## config.mk

```make
export PLATFORM = sky130hd
export DESIGN_NAME = sat_divider
export DESIGN_NICKNAME = d
export VERILOG_FILES = /design/src/rtl/sdiv_pkg.sv /design/src/rtl/sdiv_operand.sv /design/src/rtl/sdiv_core.sv /design/src/rtl/sdiv_saturate.sv /design/src/rtl/sat_divider.sv
export SDC_FILE = /design/constraint.sdc
export NUM_CORES = 1
export LEC_CHECK = 0
export BUFFER_PORTS_ARGS = -buffer_cell sky130_fd_sc_hd__buf_2
export CAP_MARGIN = 30
export CORE_UTILIZATION = 50
export CTS_CLUSTER_SIZE = 8
export DETAILED_ROUTE_END_ITERATION = 10
export GPL_ROUTABILITY_DRIVEN = 0
export PLACE_DENSITY = 0.73
export SLEW_MARGIN = 10
export SYNTH_ARGS = -nofsm -noshare
export SYNTH_HDL_FRONTEND = slang
export SYNTH_SLANG_ARGS = --single-unit
export TNS_END_PERCENT = 50
```

## constraint.sdc

```tcl
create_clock -name clk -period 4.3 [get_ports clk]
set_input_delay 0.43 -clock clk [delete_from_list [all_inputs] [get_ports clk]]
set_output_delay 0.43 -clock clk [all_outputs]
set_load 0.02 [all_outputs]
```

## src/rtl/sdiv_pkg.sv

```systemverilog
package sdiv_pkg;
    typedef enum logic [1:0] {
        ST_IDLE = 2'd0,
        ST_RUN  = 2'd1,
        ST_FIN  = 2'd2
    } sdiv_state_e;
endpackage

```

## src/rtl/sdiv_operand.sv

```systemverilog
module sdiv_operand #(
    parameter int W = 32
) (
    input  logic             is_signed,
    input  logic [W-1:0]     y_in,
    input  logic [W-1:0]     a_in,
    input  logic [W-1:0]     b_in,
    output logic [2*W-1:0]   dvd_mag,
    output logic [W-1:0]     dsr_mag,
    output logic             res_neg,
    output logic             dsr_zero
);
    localparam int DW = 2 * W;

    logic [DW-1:0] dvd_raw;
    logic          neg_n;
    logic          neg_d;

    always_comb begin
        dvd_raw  = {y_in, a_in};
        neg_n    = is_signed & y_in[W-1];
        neg_d    = is_signed & b_in[W-1];
        dvd_mag  = neg_n ? (-dvd_raw) : dvd_raw;
        dsr_mag  = neg_d ? (-b_in) : b_in;
        res_neg  = neg_n ^ neg_d;
        dsr_zero = (b_in == '0);
    end
endmodule

```

## src/rtl/sdiv_core.sv

```systemverilog
module sdiv_core #(
    parameter int W = 32
) (
    input  logic             clk,
    input  logic             rst_n,
    input  logic             load,
    input  logic [2*W-1:0]   dvd_mag,
    input  logic [W-1:0]     dsr_mag,
    output logic             busy,
    output logic             fin,
    output logic [2*W-1:0]   quo_mag
);
    import sdiv_pkg::*;

    localparam int DW = 2 * W;
    localparam int CW = $clog2(DW + 1);

    typedef struct packed {
        sdiv_state_e   st;
        logic [CW-1:0] cnt;
        logic [W-1:0]  rem;
        logic [DW-1:0] quo;
        logic [W-1:0]  dsr;
    } core_s;

    core_s        core_d, core_q;
    logic [W:0]   shifted;
    logic [W:0]   diff;
    logic         take;

    always_comb begin
        core_d  = core_q;
        shifted = {core_q.rem, core_q.quo[DW-1]};
        diff    = shifted - {1'b0, core_q.dsr};
        take    = ~diff[W];
        case (core_q.st)
            ST_IDLE: begin
                if (load) begin
                    core_d.st  = ST_RUN;
                    core_d.cnt = '0;
                    core_d.rem = '0;
                    core_d.quo = dvd_mag;
                    core_d.dsr = dsr_mag;
                end
            end
            ST_RUN: begin
                core_d.rem = take ? diff[W-1:0] : shifted[W-1:0];
                core_d.quo = {core_q.quo[DW-2:0], take};
                core_d.cnt = core_q.cnt + 1'b1;
                if (core_q.cnt == CW'(DW - 1)) begin
                    core_d.st = ST_FIN;
                end
            end
            ST_FIN: begin
                core_d.st = ST_IDLE;
            end
            default: begin
                core_d.st = ST_IDLE;
            end
        endcase
    end

    always_ff @(posedge clk) begin
        if (!rst_n) begin
            core_q <= '{st: ST_IDLE, default: '0};
        end else begin
            core_q <= core_d;
        end
    end

    assign busy    = (core_q.st != ST_IDLE);
    assign fin     = (core_q.st == ST_FIN);
    assign quo_mag = core_q.quo;
endmodule

```

## src/rtl/sdiv_saturate.sv

```systemverilog
module sdiv_saturate #(
    parameter int W = 32
) (
    input  logic             is_signed,
    input  logic             res_neg,
    input  logic [2*W-1:0]   quo_mag,
    output logic [W-1:0]     q_out,
    output logic             ovf
);
    localparam int DW = 2 * W;
    localparam logic [DW-1:0] LIM_NEG = DW'(1) << (W - 1);
    localparam logic [DW-1:0] LIM_POS = LIM_NEG - DW'(1);
    localparam logic [W-1:0]  SAT_NEG = W'(1) << (W - 1);
    localparam logic [W-1:0]  SAT_POS = SAT_NEG - W'(1);

    always_comb begin
        if (!is_signed) begin
            ovf   = |quo_mag[DW-1:W];
            q_out = ovf ? '1 : quo_mag[W-1:0];
        end else if (res_neg) begin
            ovf   = (quo_mag > LIM_NEG);
            q_out = ovf ? SAT_NEG : (-quo_mag[W-1:0]);
        end else begin
            ovf   = (quo_mag > LIM_POS);
            q_out = ovf ? SAT_POS : quo_mag[W-1:0];
        end
    end
endmodule

```

## src/rtl/sat_divider.sv

```systemverilog
module sat_divider #(
    parameter int W = 32
) (
    input  logic         clk,
    input  logic         rst_n,
    input  logic         start,
    input  logic         is_signed,
    input  logic [W-1:0] y_in,
    input  logic [W-1:0] a_in,
    input  logic [W-1:0] b_in,
    output logic [W-1:0] quotient,
    output logic         overflow,
    output logic         div_zero,
    output logic         busy,
    output logic         done
);
    localparam int DW = 2 * W;

    typedef struct packed {
        logic [W-1:0] q;
        logic         ovf;
        logic         dz;
        logic         done;
        logic         neg;
        logic         sgn;
    } res_s;

    res_s          res_d, res_q;
    logic [DW-1:0] dvd_mag;
    logic [W-1:0]  dsr_mag;
    logic          res_neg;
    logic          dsr_zero;
    logic          core_busy;
    logic          core_fin;
    logic [DW-1:0] quo_mag;
    logic [W-1:0]  sat_q;
    logic          sat_ovf;
    logic          accept;
    logic          load;

    sdiv_operand #(.W(W)) u_operand (
        .is_signed (is_signed),
        .y_in      (y_in),
        .a_in      (a_in),
        .b_in      (b_in),
        .dvd_mag   (dvd_mag),
        .dsr_mag   (dsr_mag),
        .res_neg   (res_neg),
        .dsr_zero  (dsr_zero)
    );

    sdiv_core #(.W(W)) u_core (
        .clk     (clk),
        .rst_n   (rst_n),
        .load    (load),
        .dvd_mag (dvd_mag),
        .dsr_mag (dsr_mag),
        .busy    (core_busy),
        .fin     (core_fin),
        .quo_mag (quo_mag)
    );

    sdiv_saturate #(.W(W)) u_saturate (
        .is_signed (res_q.sgn),
        .res_neg   (res_q.neg),
        .quo_mag   (quo_mag),
        .q_out     (sat_q),
        .ovf       (sat_ovf)
    );

    assign accept = start & ~core_busy;
    assign load   = accept & ~dsr_zero;

    always_comb begin
        res_d      = res_q;
        res_d.done = 1'b0;
        if (accept) begin
            res_d.neg = res_neg;
            res_d.sgn = is_signed;
            if (dsr_zero) begin
                res_d.q    = '0;
                res_d.ovf  = 1'b0;
                res_d.dz   = 1'b1;
                res_d.done = 1'b1;
            end
        end
        if (core_fin) begin
            res_d.q    = sat_q;
            res_d.ovf  = sat_ovf;
            res_d.dz   = 1'b0;
            res_d.done = 1'b1;
        end
    end

    always_ff @(posedge clk) begin
        if (!rst_n) begin
            res_q <= '0;
        end else begin
            res_q <= res_d;
        end
    end

    assign quotient = res_q.q;
    assign overflow = res_q.ovf;
    assign div_zero = res_q.dz;
    assign done     = res_q.done;
    assign busy     = core_busy;
endmodule

```

After elaboration in Yosys (flattened, before gate mapping):

Index checks and enable logic that the tools add are counted.

* input bits: 100
* output and inout port bits: 36
* bits in registers: 174
* word-level logic and storage cells: 62

* bitwise logic cells: 9
* equal/unequal tests: 5
* muxes and demuxes: 17
* add/sub/neg operators: 5
* magnitude comparators: 2
* reduce and logical (&&, ||, !) cells: 13

Operators with widths (count)
* $mux W32: 7
* $pmux W103 S2: 1
* $mux W137: 1
* $mux W35: 2
* $gt A64 B31 Y1 const B: 1
* $gt A64 B32 Y1 const B: 1
* $mux W64: 1
* $neg A32 Y32: 2
* $neg A64 Y64: 1
* $mux W37: 1
* $sub A33 B32 Y33: 1
* $logic_not A32 Y1: 1
* $reduce_or A32 Y1: 1
* $reduce_and A2 Y1: 5
* $reduce_bool A2 Y1: 4
* $add A7 B1 Y7 const B: 1
* $eq A7 B6 Y1 const B: 1
* $and A1 B1 Y1: 4
* $not A1 Y1: 4
* $pmux W2 S2: 1
* $eq A2 B1 Y1 const B: 1
* $eq A2 B2 Y1 const B: 1
* $logic_not A2 Y1: 1
* $mux W1: 2
* other kinds (5): 5

Logic depth before layout (Yosys ltp):

* depth in word-level cells: 6
* depth in mapped cells: 15
* mapped depth without buffers: 13

Cells and area by module:

Synthesis repeated with hierarchy kept, for this count alone.

* cell total of the unflattened synthesis: 1675
* area, all modules: 13031.2 um^2

Modules (own cells, without submodules)
* sdiv_core: area each 7860.0 um^2, instances 1, cells an instance 972, sequential area each 2742.6 um^2
* sdiv_operand: area each 2285.9 um^2, instances 1, cells an instance 351, sequential area each 0.0 um^2
* sdiv_saturate: area each 1450.1 um^2, instances 1, cells an instance 230, sequential area each 0.0 um^2
* sat_divider: area each 1435.1 um^2, instances 1, cells an instance 122, sequential area each 740.7 um^2

Worst setup path before layout:

OpenSTA, ideal clock, no wires.

* kind: reg2reg
* from: reg u_core.core_q (netlist bit u_core.quo_mag[63])
* to: reg u_core.core_q[116] (netlist name)
* library setup time: 129 ps
* arrival time: 3040 ps
* period minus slack after synthesis: 3169 ps
* setup slack: 1131 ps
* data required time: 4171 ps
* cell stages (with the launch flop): 15
* buffers on the path: 2
* path through: dfxtp_1 inv_1 ha_1 inv_1 fa_1 a211oi_1 o21a_1 a2111oi_0 o211ai_1 a21oi_1 o311a_1 buf_2 buf_4 mux2i_1 o21ai_0

* cells in the longest elaborated chain, start to end: 3

Ends and longest elaborated chain
* start, declared: RTL line sdiv_core.sv:26 `core_s core_d, core_q;`
* start signal, assigned: RTL line sdiv_core.sv:67 `core_q <= core_d;`
* $sub A33 B32 Y33: RTL line sdiv_core.sv:34 `diff = shifted - {1'b0, core_q.dsr};`
* $mux W32: RTL line sdiv_core.sv:47 `core_d.rem = take ? diff[W-1:0] : shifted[W-1:0];`
* $pmux W103 S2: RTL line sdiv_core.sv:36 `case (core_q.st)`

Every way passes these cells.
A chain may end at the register's enable or synchronous reset.

Worst setup path in the final report:

* from: reg u_core.core_q (netlist bit u_core.quo_mag[63])
* to: reg u_core.core_q[96] (netlist name)

* cells in the longest elaborated chain, start to end: 3

Ends and longest elaborated chain (RTL line)
* $sub A33 B32 Y33: sdiv_core.sv:34
* $mux W32 *: sdiv_core.sv:47
* $pmux W103 S2 *: sdiv_core.sv:36

Mark *: on every way between the ends. The rest lies on a longest branch, timed or not.

==> flow_summary.ini <==
[status]
status = finished clean

[place]
dp_hpwl_mm = 23.53
io_buffers = 135

[power]
switching_share = 0.3095
irDropWorstVdd_v = 0.0002582
p_int_w = 0.002898
powerDensity_nw_per_um2 = 323.5
power_w = 0.004196
power_leakage_nw = 5.121
pwr-share-seq = 0.426
p_switching_w = 0.001299
combPwrFrac = 0.205
power.share.clock = 0.369

[timing]
drv_slew = 0
worstMarginPinSlew_ns = 0.9713
finalSetupTns_ns = 0
clock-skew-final_ns = 0.009113
rsz0062_at_grt = no
fmax_mhz = 287.3
setup_violations = 0
fin_crit_sh = 0.8095
slew_headroom = 0.3509
hold_viol_final = 0
period_needed_ns = 3.481

[global_route]
grt_max_degree = 64
grt_pass1_vias = 10680
gr-total-overflow = 0
grt_util_all_layers = 0.2708
grt_pass1_wl_mm = 52.57
antenna_found_initial = 1

[clocking]
clkTransAtPathRegs_ns = 0.07
post_cts_buffers = 0
cts_tree = built
cts.sinks = 174
cts_root_buffer = clkbuf_16
cts_made_buffers = 17
htreeDepth = 4
clock_latency_ns = 0.43
cts_buffer_depth = 2
hold_buffers = 0
cts_resized = 0

[detailed_routing]
ant_nets = 0
drtPass1Iterations = 6
vias = 11540
wirelength_mm = 31.73
drc = 0
drt_iter0_markers = 992
avgRoutedWirePerCell_um = 16.64
viasPerCell = 6.049

[critical_path]
critPathTopFamily = compound AO/OA/AOI/OAI gates
critPathMostFrequentCell = inv_1
startpoint_type = flop
path_max_fanout = 34
path_buf_inv = 4
critPathArrivalTime_ns = 3.80
crit_required_ns = 4.62
path_class = reg2reg
cpMaxStageDelayCell = o311a_2
critical_path.max_stage_delay_ns = 0.45
cp_cell_sequence = inv_1 -> ha_1 -> inv_1 -> fa_1 -> a211oi_1 -> o21a_1 -> a2111oi_0 -> buf_4 -> o211ai_1 -> a21oi_1 -> o311a_2 -> buf_12 -> mux2i_1 -> a22o_1
cp-end-kind = flop

[yosys]
yosys.cell_types.count = 77
synthesis.area_um2 = 11570
ys_ff_latch = 174
yosysTopAreaCellShare = 0.3009
yosys.area.top_type = dfxtp_1
async_reset_ff_frac = 0
synthTopCellsByCount = 174 x dfxtp_1, 171 x nor2_1, 161 x nand2_1
synth_nets = 1667
synth_top_flop_cell = dfxtp_1
yosysMostFrequentCell = dfxtp_1
avgSynthCellArea_um2 = 7.565
seq_area_frac_synth = 0.3009
syn_inst = 1530
synth-edff-count = 0
synth_area_leaders = dfxtp_1 30%, nor2_1 5.5%, a21oi_1 5.5%, nand2_1 5.2%, o21ai_0 4.8%
yosys_warnings = 0

[finish]
syn_to_final_growth_pct = 12.07
final_layout_size_suffix_gt1_frac = 0.1370
fin_nets = 1745
fin_util = 0.5730

[floorplanning]
start_util = 0.5112
core_um2 = 22640
num_rows = 55
fp.dieArea_um2 = 23760
fp.dieW_um = 154.2
ios = 136
fp.dieH_um = 154.2

[hold_path]
hold_path.class = in2reg

[job]
max_cap_viol_count = 0
-- final cells by class --
cell class	count	area, µm²
Antenna cell	1	2.502
Clock buffer	20	466.7
Clock inverter	12	123.9
Fill cell	2114	9668
Inverter	60	226.5
Multi-Input combinational cell	1197	7416
Sequential cell	174	3483
Tap cell	285	356.6
Timing Repair Buffer	158	897.1
-- power by group through the flow --
stage / clock network [W] / logic, W / registers [W]
2_1_floorplan: 0 / 0.000647 / 0.00177
4_1_cts: 0.00157 / 0.000854 / 0.00178
3_5_place_dp: 0 / 0.000848 / 0.00182
5_1_grt: 0.00164 / 0.000963 / 0.00180
6_report: 0.00155 / 0.000862 / 0.00179
3_3_place_gp: 0 / 0.000832 / 0.00181
-- path summary, 6_finish.rpt --
check / endpoint / from / slack (ns) / cells past startpoint
worst min-delay path: u_core.quo_mag[58]$_SDFFE_PN0P_ / y_in[26] / 0.29 / 3
worst min register to register: quotient[1]$_SDFFE_PN0P_ / quotient[1]$_SDFFE_PN0P_ / 0.44 / 2
worst max-delay path: u_core.core_q[96]$_SDFFE_PN0P_ / u_core.quo_mag[63]$_SDFFE_PN0P_ / 0.82 / 14
worst max register to register: u_core.core_q[96]$_SDFFE_PN0P_ / u_core.quo_mag[63]$_SDFFE_PN0P_ / 0.82 / 14
-- through the flow --
step | hold slack, ns | area (µm²) | instances | worst slack [ns]
after global routing | 0.2937 | 12970 | 1907 | 0.5303
final | 0.2945 | 12970 | 1907 | 0.8191
after global placement | 0.4295 | 12350 | 1872 | 0.9419
after floorplan | 0.4319 | 11570 | 1530 | 1.131
after CTS | 0.2794 | 12960 | 1905 | 0.8469
after detailed placement | 0.4305 | 12370 | 1873 | 0.8740
-- state kept, by name (all words and copies together), names as in the netlist --
name            cells
res_q               2
u_core.core_q      73
quotient           32
done                1
div_zero            1
overflow            1
u_core.quo_mag     64
-- routing by layer --
layer / share of wire / GRT usage / vias to the layer above / routed length (µm)
li1: - / - / 5723 / -
met1: 0.48 / 0.3776 / 5368 / 15090
met2: 0.44 / 0.4193 / 395 / 13910
met3: 0.063 / 0.04791 / 49 / 2008
met4: 0.023 / 0.09238 / 0 / 722
met5: 0 / 0 / - / 0
-- cells in the final DEF (no fill, tap or decap), types with 12 or more instances in the layout --
master     instances
mux2i_1           31
inv_1             59
a22oi_1           39
xor2_1            52
a31oi_1           23
a32oi_1           12
clkbuf_16         17
xnor2_1           61
dfxtp_1          174
ha_1              36
o21ai_0          110
nand2_1          161
a21o_1            14
a21oi_1          127
a221oi_1          30
and2_1            14
o31ai_1           15
nor2_1           170
buf_2            135
nor4_1            26
nor3_1            39
nand3_1           36
o221ai_1          13
a211oi_1          33
buf_4             18
-- kinds of logic after synthesis --
logic type               count (synthesis)  share of synthesized area
AND/OR/NAND/NOR                        532                     0.2163
AO/OA/AOI/OAI                          484                     0.2685
flip-flops                             174                     0.3009
buffers and inverters                  159                    0.06129
XOR/XNOR                               113                    0.08550
adder cells (fa/ha/maj)                 37                    0.04064
multiplexers                            31                    0.02681
-- tightest hold or removal path, cell delays in order --
cell     delay, ns
buf_2         0.12
nand3_1       0.06
a31oi_1       0.06
Note: power is estimated with default switching activity, not from simulation.
